### src/rtl/ras_pkg.sv
package ras_pkg;

    typedef enum logic [2:0] {
        RAS_HOLD   = 3'd0,
        RAS_PUSH   = 3'd1,
        RAS_POP    = 3'd2,
        RAS_SWAP   = 3'd3,
        RAS_REWIND = 3'd4
    } ras_op_e;

    typedef struct packed {
        ras_op_e op;
        logic    wr_en;
        logic    use_restore_data;
    } ras_cmd_t;

    function automatic int unsigned ring_inc(input int unsigned p, input int unsigned n);
        return (p == n - 1) ? 0 : p + 1;
    endfunction

    function automatic int unsigned ring_dec(input int unsigned p, input int unsigned n);
        return (p == 0) ? n - 1 : p - 1;
    endfunction

endpackage

### src/rtl/ras_ctrl.sv
module ras_ctrl
    import ras_pkg::*;
#(
    parameter int NUM_ENTRIES = 12,
    parameter int IDX_W       = $clog2(NUM_ENTRIES)
) (
    input  logic             push_i,
    input  logic             pop_i,
    input  logic             restore_i,
    input  logic [IDX_W-1:0] restore_idx_i,
    output ras_cmd_t         cmd_o
);
    localparam int LIMIT = NUM_ENTRIES;

    logic idx_ok;

    always_comb begin
        idx_ok = (int'(restore_idx_i) < LIMIT);
        cmd_o  = '{op: RAS_HOLD, wr_en: 1'b0, use_restore_data: 1'b0};
        if (restore_i && idx_ok) begin
            cmd_o.op               = RAS_REWIND;
            cmd_o.wr_en            = 1'b1;
            cmd_o.use_restore_data = 1'b1;
        end else if (push_i && pop_i) begin
            cmd_o.op    = RAS_SWAP;
            cmd_o.wr_en = 1'b1;
        end else if (push_i) begin
            cmd_o.op    = RAS_PUSH;
            cmd_o.wr_en = 1'b1;
        end else if (pop_i) begin
            cmd_o.op = RAS_POP;
        end
    end

endmodule

### src/rtl/ras_ptr.sv
module ras_ptr
    import ras_pkg::*;
#(
    parameter int NUM_ENTRIES = 12,
    parameter int IDX_W       = $clog2(NUM_ENTRIES),
    parameter int CNT_W       = $clog2(NUM_ENTRIES + 1)
) (
    input  logic             clk,
    input  logic             rst,
    input  ras_op_e          op_i,
    input  logic [IDX_W-1:0] restore_idx_i,
    output logic [IDX_W-1:0] tos_o,
    output logic [IDX_W-1:0] nxt_tos_o,
    output logic             empty_o,
    output logic             full_o
);
    localparam logic [CNT_W-1:0] CNT_MAX = CNT_W'(NUM_ENTRIES);
    localparam logic [IDX_W-1:0] LAST    = IDX_W'(NUM_ENTRIES - 1);

    logic [IDX_W-1:0] tos_q;
    logic [CNT_W-1:0] cnt_q;
    logic [CNT_W-1:0] cnt_d;

    always_comb begin
        nxt_tos_o = tos_q;
        cnt_d     = cnt_q;
        unique case (op_i)
            RAS_PUSH: begin
                nxt_tos_o = IDX_W'(ring_inc(int'(tos_q), NUM_ENTRIES));
                cnt_d     = (cnt_q == CNT_MAX) ? cnt_q : cnt_q + 1'b1;
            end
            RAS_POP: begin
                nxt_tos_o = IDX_W'(ring_dec(int'(tos_q), NUM_ENTRIES));
                cnt_d     = (cnt_q == '0) ? cnt_q : cnt_q - 1'b1;
            end
            RAS_REWIND: nxt_tos_o = restore_idx_i;
            default: ;
        endcase
    end

    always_ff @(posedge clk) begin
        if (rst) begin
            tos_q <= '0;
            cnt_q <= '0;
        end else begin
            tos_q <= nxt_tos_o;
            cnt_q <= cnt_d;
        end
    end

    assign tos_o   = tos_q;
    assign empty_o = (cnt_q == '0);
    assign full_o  = (cnt_q == CNT_MAX);

    AST_CNT_LIMIT: assert property (@(posedge clk) disable iff (rst)
        cnt_q <= CNT_MAX);
    AST_FLAGS_EXCL: assert property (@(posedge clk) disable iff (rst)
        !(empty_o && full_o));
    AST_PUSH_WRAP: assert property (@(posedge clk) disable iff (rst)
        (op_i == RAS_PUSH && tos_q == LAST) |=> tos_q == '0);
    AST_POP_WRAP: assert property (@(posedge clk) disable iff (rst)
        (op_i == RAS_POP && tos_q == '0) |=> tos_q == LAST);
    AST_POP_FLOOR: assert property (@(posedge clk) disable iff (rst)
        (op_i == RAS_POP && cnt_q == '0) |=> cnt_q == '0);
    AST_REWIND_PTR: assert property (@(posedge clk) disable iff (rst)
        (op_i == RAS_REWIND) |=> (tos_q == $past(restore_idx_i) && $stable(cnt_q)));

endmodule

### src/rtl/ras_store.sv
module ras_store #(
    parameter int NUM_ENTRIES = 12,
    parameter int ADDR_W      = 32,
    parameter int IDX_W       = $clog2(NUM_ENTRIES)
) (
    input  logic              clk,
    input  logic              rst,
    input  logic              wr_en_i,
    input  logic [IDX_W-1:0]  wr_idx_i,
    input  logic [ADDR_W-1:0] wr_data_i,
    input  logic [IDX_W-1:0]  rd_idx_i,
    output logic [ADDR_W-1:0] rd_data_o
);
    logic [ADDR_W-1:0] slot_q [NUM_ENTRIES];

    always_ff @(posedge clk) begin
        if (rst) begin
            for (int k = 0; k < NUM_ENTRIES; k++) slot_q[k] <= '0;
        end else if (wr_en_i) begin
            for (int k = 0; k < NUM_ENTRIES; k++) begin
                if (wr_idx_i == IDX_W'(k)) slot_q[k] <= wr_data_i;
            end
        end
    end

    always_comb begin
        rd_data_o = '0;
        for (int k = 0; k < NUM_ENTRIES; k++) begin
            if (rd_idx_i == IDX_W'(k)) rd_data_o = slot_q[k];
        end
    end

endmodule

### src/rtl/ret_addr_stack.sv
module ret_addr_stack
    import ras_pkg::*;
#(
    parameter int NUM_ENTRIES = 12,
    parameter int ADDR_W      = 32,
    parameter int IDX_W       = $clog2(NUM_ENTRIES),
    parameter int CNT_W       = $clog2(NUM_ENTRIES + 1)
) (
    input  logic              clk,
    input  logic              rst,
    input  logic              push_i,
    input  logic [ADDR_W-1:0] push_addr_i,
    input  logic              pop_i,
    input  logic              restore_i,
    input  logic [IDX_W-1:0]  restore_idx_i,
    input  logic [ADDR_W-1:0] restore_addr_i,
    output logic [ADDR_W-1:0] top_addr_o,
    output logic [IDX_W-1:0]  top_idx_o,
    output logic              empty_o,
    output logic              full_o
);
    ras_cmd_t          cmd;
    logic [IDX_W-1:0]  tos;
    logic [IDX_W-1:0]  nxt_tos;
    logic [ADDR_W-1:0] wr_data;

    ras_ctrl #(.NUM_ENTRIES(NUM_ENTRIES), .IDX_W(IDX_W)) u_ctrl (
        .push_i        (push_i),
        .pop_i         (pop_i),
        .restore_i     (restore_i),
        .restore_idx_i (restore_idx_i),
        .cmd_o         (cmd)
    );

    ras_ptr #(.NUM_ENTRIES(NUM_ENTRIES), .IDX_W(IDX_W), .CNT_W(CNT_W)) u_ptr (
        .clk           (clk),
        .rst           (rst),
        .op_i          (cmd.op),
        .restore_idx_i (restore_idx_i),
        .tos_o         (tos),
        .nxt_tos_o     (nxt_tos),
        .empty_o       (empty_o),
        .full_o        (full_o)
    );

    assign wr_data = cmd.use_restore_data ? restore_addr_i : push_addr_i;

    ras_store #(.NUM_ENTRIES(NUM_ENTRIES), .ADDR_W(ADDR_W), .IDX_W(IDX_W)) u_store (
        .clk       (clk),
        .rst       (rst),
        .wr_en_i   (cmd.wr_en),
        .wr_idx_i  (nxt_tos),
        .wr_data_i (wr_data),
        .rd_idx_i  (tos),
        .rd_data_o (top_addr_o)
    );

    assign top_idx_o = tos;

    AST_PUSH_TOP: assert property (@(posedge clk) disable iff (rst)
        (push_i && !pop_i && !restore_i) |=> top_addr_o == $past(push_addr_i));
    AST_REWIND_TOP: assert property (@(posedge clk) disable iff (rst)
        (restore_i && int'(restore_idx_i) < NUM_ENTRIES)
        |=> (top_idx_o == $past(restore_idx_i) && top_addr_o == $past(restore_addr_i)));
    AST_SWAP_KEEP: assert property (@(posedge clk) disable iff (rst)
        (push_i && pop_i && !restore_i)
        |=> ($stable(top_idx_o) && $stable(empty_o) && $stable(full_o)
             && top_addr_o == $past(push_addr_i)));
    AST_BAD_RESTORE: assert property (@(posedge clk) disable iff (rst)
        (restore_i && int'(restore_idx_i) >= NUM_ENTRIES && !push_i && !pop_i)
        |=> ($stable(top_idx_o) && $stable(top_addr_o)));

endmodule

### config.mk
export PLATFORM = sky130hd
export DESIGN_NAME = ret_addr_stack
export DESIGN_NICKNAME = d
export VERILOG_FILES = /design/src/rtl/ras_pkg.sv /design/src/rtl/ras_ctrl.sv /design/src/rtl/ras_ptr.sv /design/src/rtl/ras_store.sv /design/src/rtl/ret_addr_stack.sv
export SDC_FILE = /design/constraint.sdc
export NUM_CORES = 1
export LEC_CHECK = 0
export BUFFER_PORTS_ARGS = -buffer_cell sky130_fd_sc_hd__buf_2
export CAP_MARGIN = 40
export CORE_MARGIN = 2
export CORE_UTILIZATION = 65
export CTS_BUF_LIST = sky130_fd_sc_hd__clkbuf_8
export DETAILED_ROUTE_END_ITERATION = 10
export HOLD_SLACK_MARGIN = 0.02
export PLACE_DENSITY = 0.84
export SYNTH_ARGS = -nofsm -noshare
export SYNTH_HDL_FRONTEND = slang
export SYNTH_HIERARCHICAL = 1
export SYNTH_SLANG_ARGS = --single-unit
### constraint.sdc
create_clock -name clk -period 9.88 [get_ports clk]
set_input_delay 0.988 -clock clk [delete_from_list [all_inputs] [get_ports clk]]
set_output_delay 0.988 -clock clk [all_outputs]
set_load 0.005 [all_outputs]
==> out/metrics.yaml <==
clock_network:
  cts_buffers: 59
  clock_latency_ns: 0.61
  ctsResizeCount: 0
  cts_buffer_depth: 3
  hold_buffers: 0
  cts_tree: "done"
  h-tree-depth: 2
  cts-root-buf: "clkbuf_8"
  cts_setup_buffers: 0
  cts_sinks: 392
  clk_pin_slew_ns: 0.06
global_route:
  grt_antenna_before_repair: 0
  grt_pass1_wl_um: 75910
  overflow: 0
  grt_pass1_vias: 13460
  grt_usage: 0.3188
  grt_max_degree: 169
logic_synthesis:
  synth_nets: 1697
  async_flop_share: 0
  ys_types: 87
  yosysWarnings: 6
  ys_ff_latch: 392
  synth_edf_count: 384
  netlist.area_leader.share: 0.5948
  synth_commonest_cells: "edfxtp_1 (384), nor2_1 (359), clkbuf_1 (92)"
  syn_area_um2: 19390
  ys_seq_area_frac: 0.6030
  ys_top_cells_by_area: "edfxtp_1 (59%), nor2_1 (7.0%), mux2i_1 (2.5%), mux2_4 (2.3%), clkbuf_1 (1.8%)"
  yosysTopAreaCell: "edfxtp_1"
  netlist_instances: 1619
  synth_flop_cell: "edfxtp_1"
  yosysMostFrequentCell: "edfxtp_1"
  avgSynthCellArea_um2: 11.97
worst_setup_path:
  r2r-start: "u_ptr/tos_o[0]"
  crit_path_end_kind: "register"
  path_max_fanout: 49
  timing.rr.end: "u_store/slot_q[2][42]"
  cp_data_arrival_time_ns: 5.18
  start_kind: "input port"
  ff2ff_setup_slack_ns: 5.97
  critical_path_class: "input port to register"
  reg2reg_depth: 10
  worstPathRequired_ns: 10.23
layout:
  multi_input_area_um2: 6661
  insertedDiodeCount: 0
  regArea_um2: 11700
  drive_above_1_share: 0.1842
  instances_no_fill: 2100
  area_growth_pct: 8.874
  fin_nets: 1740
  fillerInstances: 1944
  fin_area_um2: 21110
pwr:
  powerDensity_nw_per_um2: 189.6
  ir_drop_v: 0.0001354
  p_total_mw: 4.002
  leakagePower_nw: 7.855
floorplan:
  num_rows: 63
  die_w_um: 176.7
  io_pins: 111
  core_um2: 29480
  die_height_um: 176.7
  start_util: 0.6576
  fp.dieArea_um2: 31220
timing:
  drv_slew: 0
  grt_setup_unrepaired: "no"
  tightest_slew_ns: 0.9697
  post-route-min-period_ns: 4.831
  fmax_mhz: 207.0
  worst_slack_ns: 5.049
  maxSlewHeadroom: 0.3529
  hold_viol: 0
  clock_skew_ns: 0.02514
  finalSetupViolCount: 0
  fin_crit_sh: 0.4889
  setup_tns_ns: 0
worst_hold_path:
  whs_path_depth: 2
  min_from: "u_ptr/cnt_q[2]"
  hold_class: "register to register"
  hold_path_end: "u_ptr/cnt_q[2]"
placed_design:
  place_inst: 1988
  gp_congestion: 0.8900
  place_hpwl_um: 30520
  dpl_cell_area_um2: 19990
  port_buffers: 110
  dp_slack_ns: 4.474
job:
  cap_violations: 0
drt:
  wl_per_cell_um: 23.71
  drt_iter0_drc: 2232
  drt_first_pass_iters: 8
  antenna_left: 0
  drc: 0
  routed_wl_um: 49800
  num_vias: 13940
  via_per_inst: 6.638
run_status:
  outcome: "finished clean"
[final cells by class]
class	instances	share of cell area
Timing Repair Buffer	143	0.04831
Clock buffer	61	0.03977
Tap cell	390	0.02312
Clock inverter	48	0.01037
Sequential cell	392	0.5544
Multi-Input combinational cell	1022	0.3156
Inverter	44	0.008417
[metal layers]
layer  up-vias  wire length, um  global-route usage
li1       5998                -                   -
met1      6773            18340              0.4305
met2      1036            24390              0.5343
met3       133             5650             0.05241
met4         0             1423              0.1006
met5         -                0                   0
[sequential cells by signal (all words and copies together), names as in the netlist]
name            flops
u_ptr/cnt_q         4
u_ptr/tos_o         4
u_store/slot_q    384
[worst max-delay path, cell delays in order]
cell	delay, ns
buf_2	0.13
a21boi_4	0.14
buf_4	0.67
nor2b_1	0.31
or3b_1	0.64
o21ai_2	0.15
o22ai_1	0.12
a21oi_1	0.43
nor2b_1	0.17
nand2_1	0.11
buf_4	0.45
nand2b_2	0.49
buf_16	0.32
[how the worst max path moves through the flow]
stage,startpoint,endpoint,slack (ns),cells after the start
after CTS,restore_idx_i[3],u_store/slot_q[0][121],5.08,13
after detailed placement,restore_idx_i[3],u_store/slot_q[0][123],4.47,13
after floorplan,restore_i,u_store/slot_q[0][100],5.79,11
after global placement,restore_idx_i[3],u_store/slot_q[1][22],4.66,13
after global routing,u_ptr/tos_o[0],top_addr_o[31],4.84,6
final,restore_idx_i[3],u_store/slot_q[2][42],5.05,13
[cell families after synthesis]
kind of cell	count (synthesis)	share of synthesized area
compound gates	284	0.1066
xor+xnor	3	0.001356
fa+ha+maj	5	0.003614
buf+inv	205	0.05479
flops	392	0.6030
mux	117	0.07589
simple gates	613	0.1547
[metrics by stage]
step | utilization | hold WS [ns]
2_1_floorplan | - | 0.4788
3_3_place_gp | 0.6699 | 0.4986
6_report | 0.7160 | 0.5230
5_1_grt | 0.7160 | 0.5529
4_1_cts | 0.7140 | 0.5193
3_5_place_dp | 0.6781 | 0.5109
[report_power, final]
| group | total (mW) | leakage (nW) | internal [mW] | switching, mW |
|---|---|---|---|---|
| Clock | 1.20 | 0.649 | 0.596 | 0.603 |
| Combinational | 0.764 | 3.13 | 0.280 | 0.484 |
| Sequential | 2.04 | 4.07 | 1.98 | 0.0618 |
[placed cells by master (no fill, tap or decap), drive strengths merged, types with 18 or more instances in the layout]
cell type | synthesis | routed
clkbuf | 93 | 61
edfxtp | 384 | 384
nand2 | 70 | 70
o21ai | 59 | 59
nor2 | 362 | 362
a32o | 18 | 18
and2 | 22 | 22
and4b | 18 | 18
inv | 43 | 73
mux2 | 60 | 60
o2bb2ai | 20 | 20
a31oi | 19 | 19
nand2b | 53 | 53
buf | 68 | 143
nor2b | 28 | 28
clkinv | 1 | 18
a21oi | 44 | 44
o221ai | 37 | 37
mux2i | 48 | 48
Power figures use the tool's default switching activity.
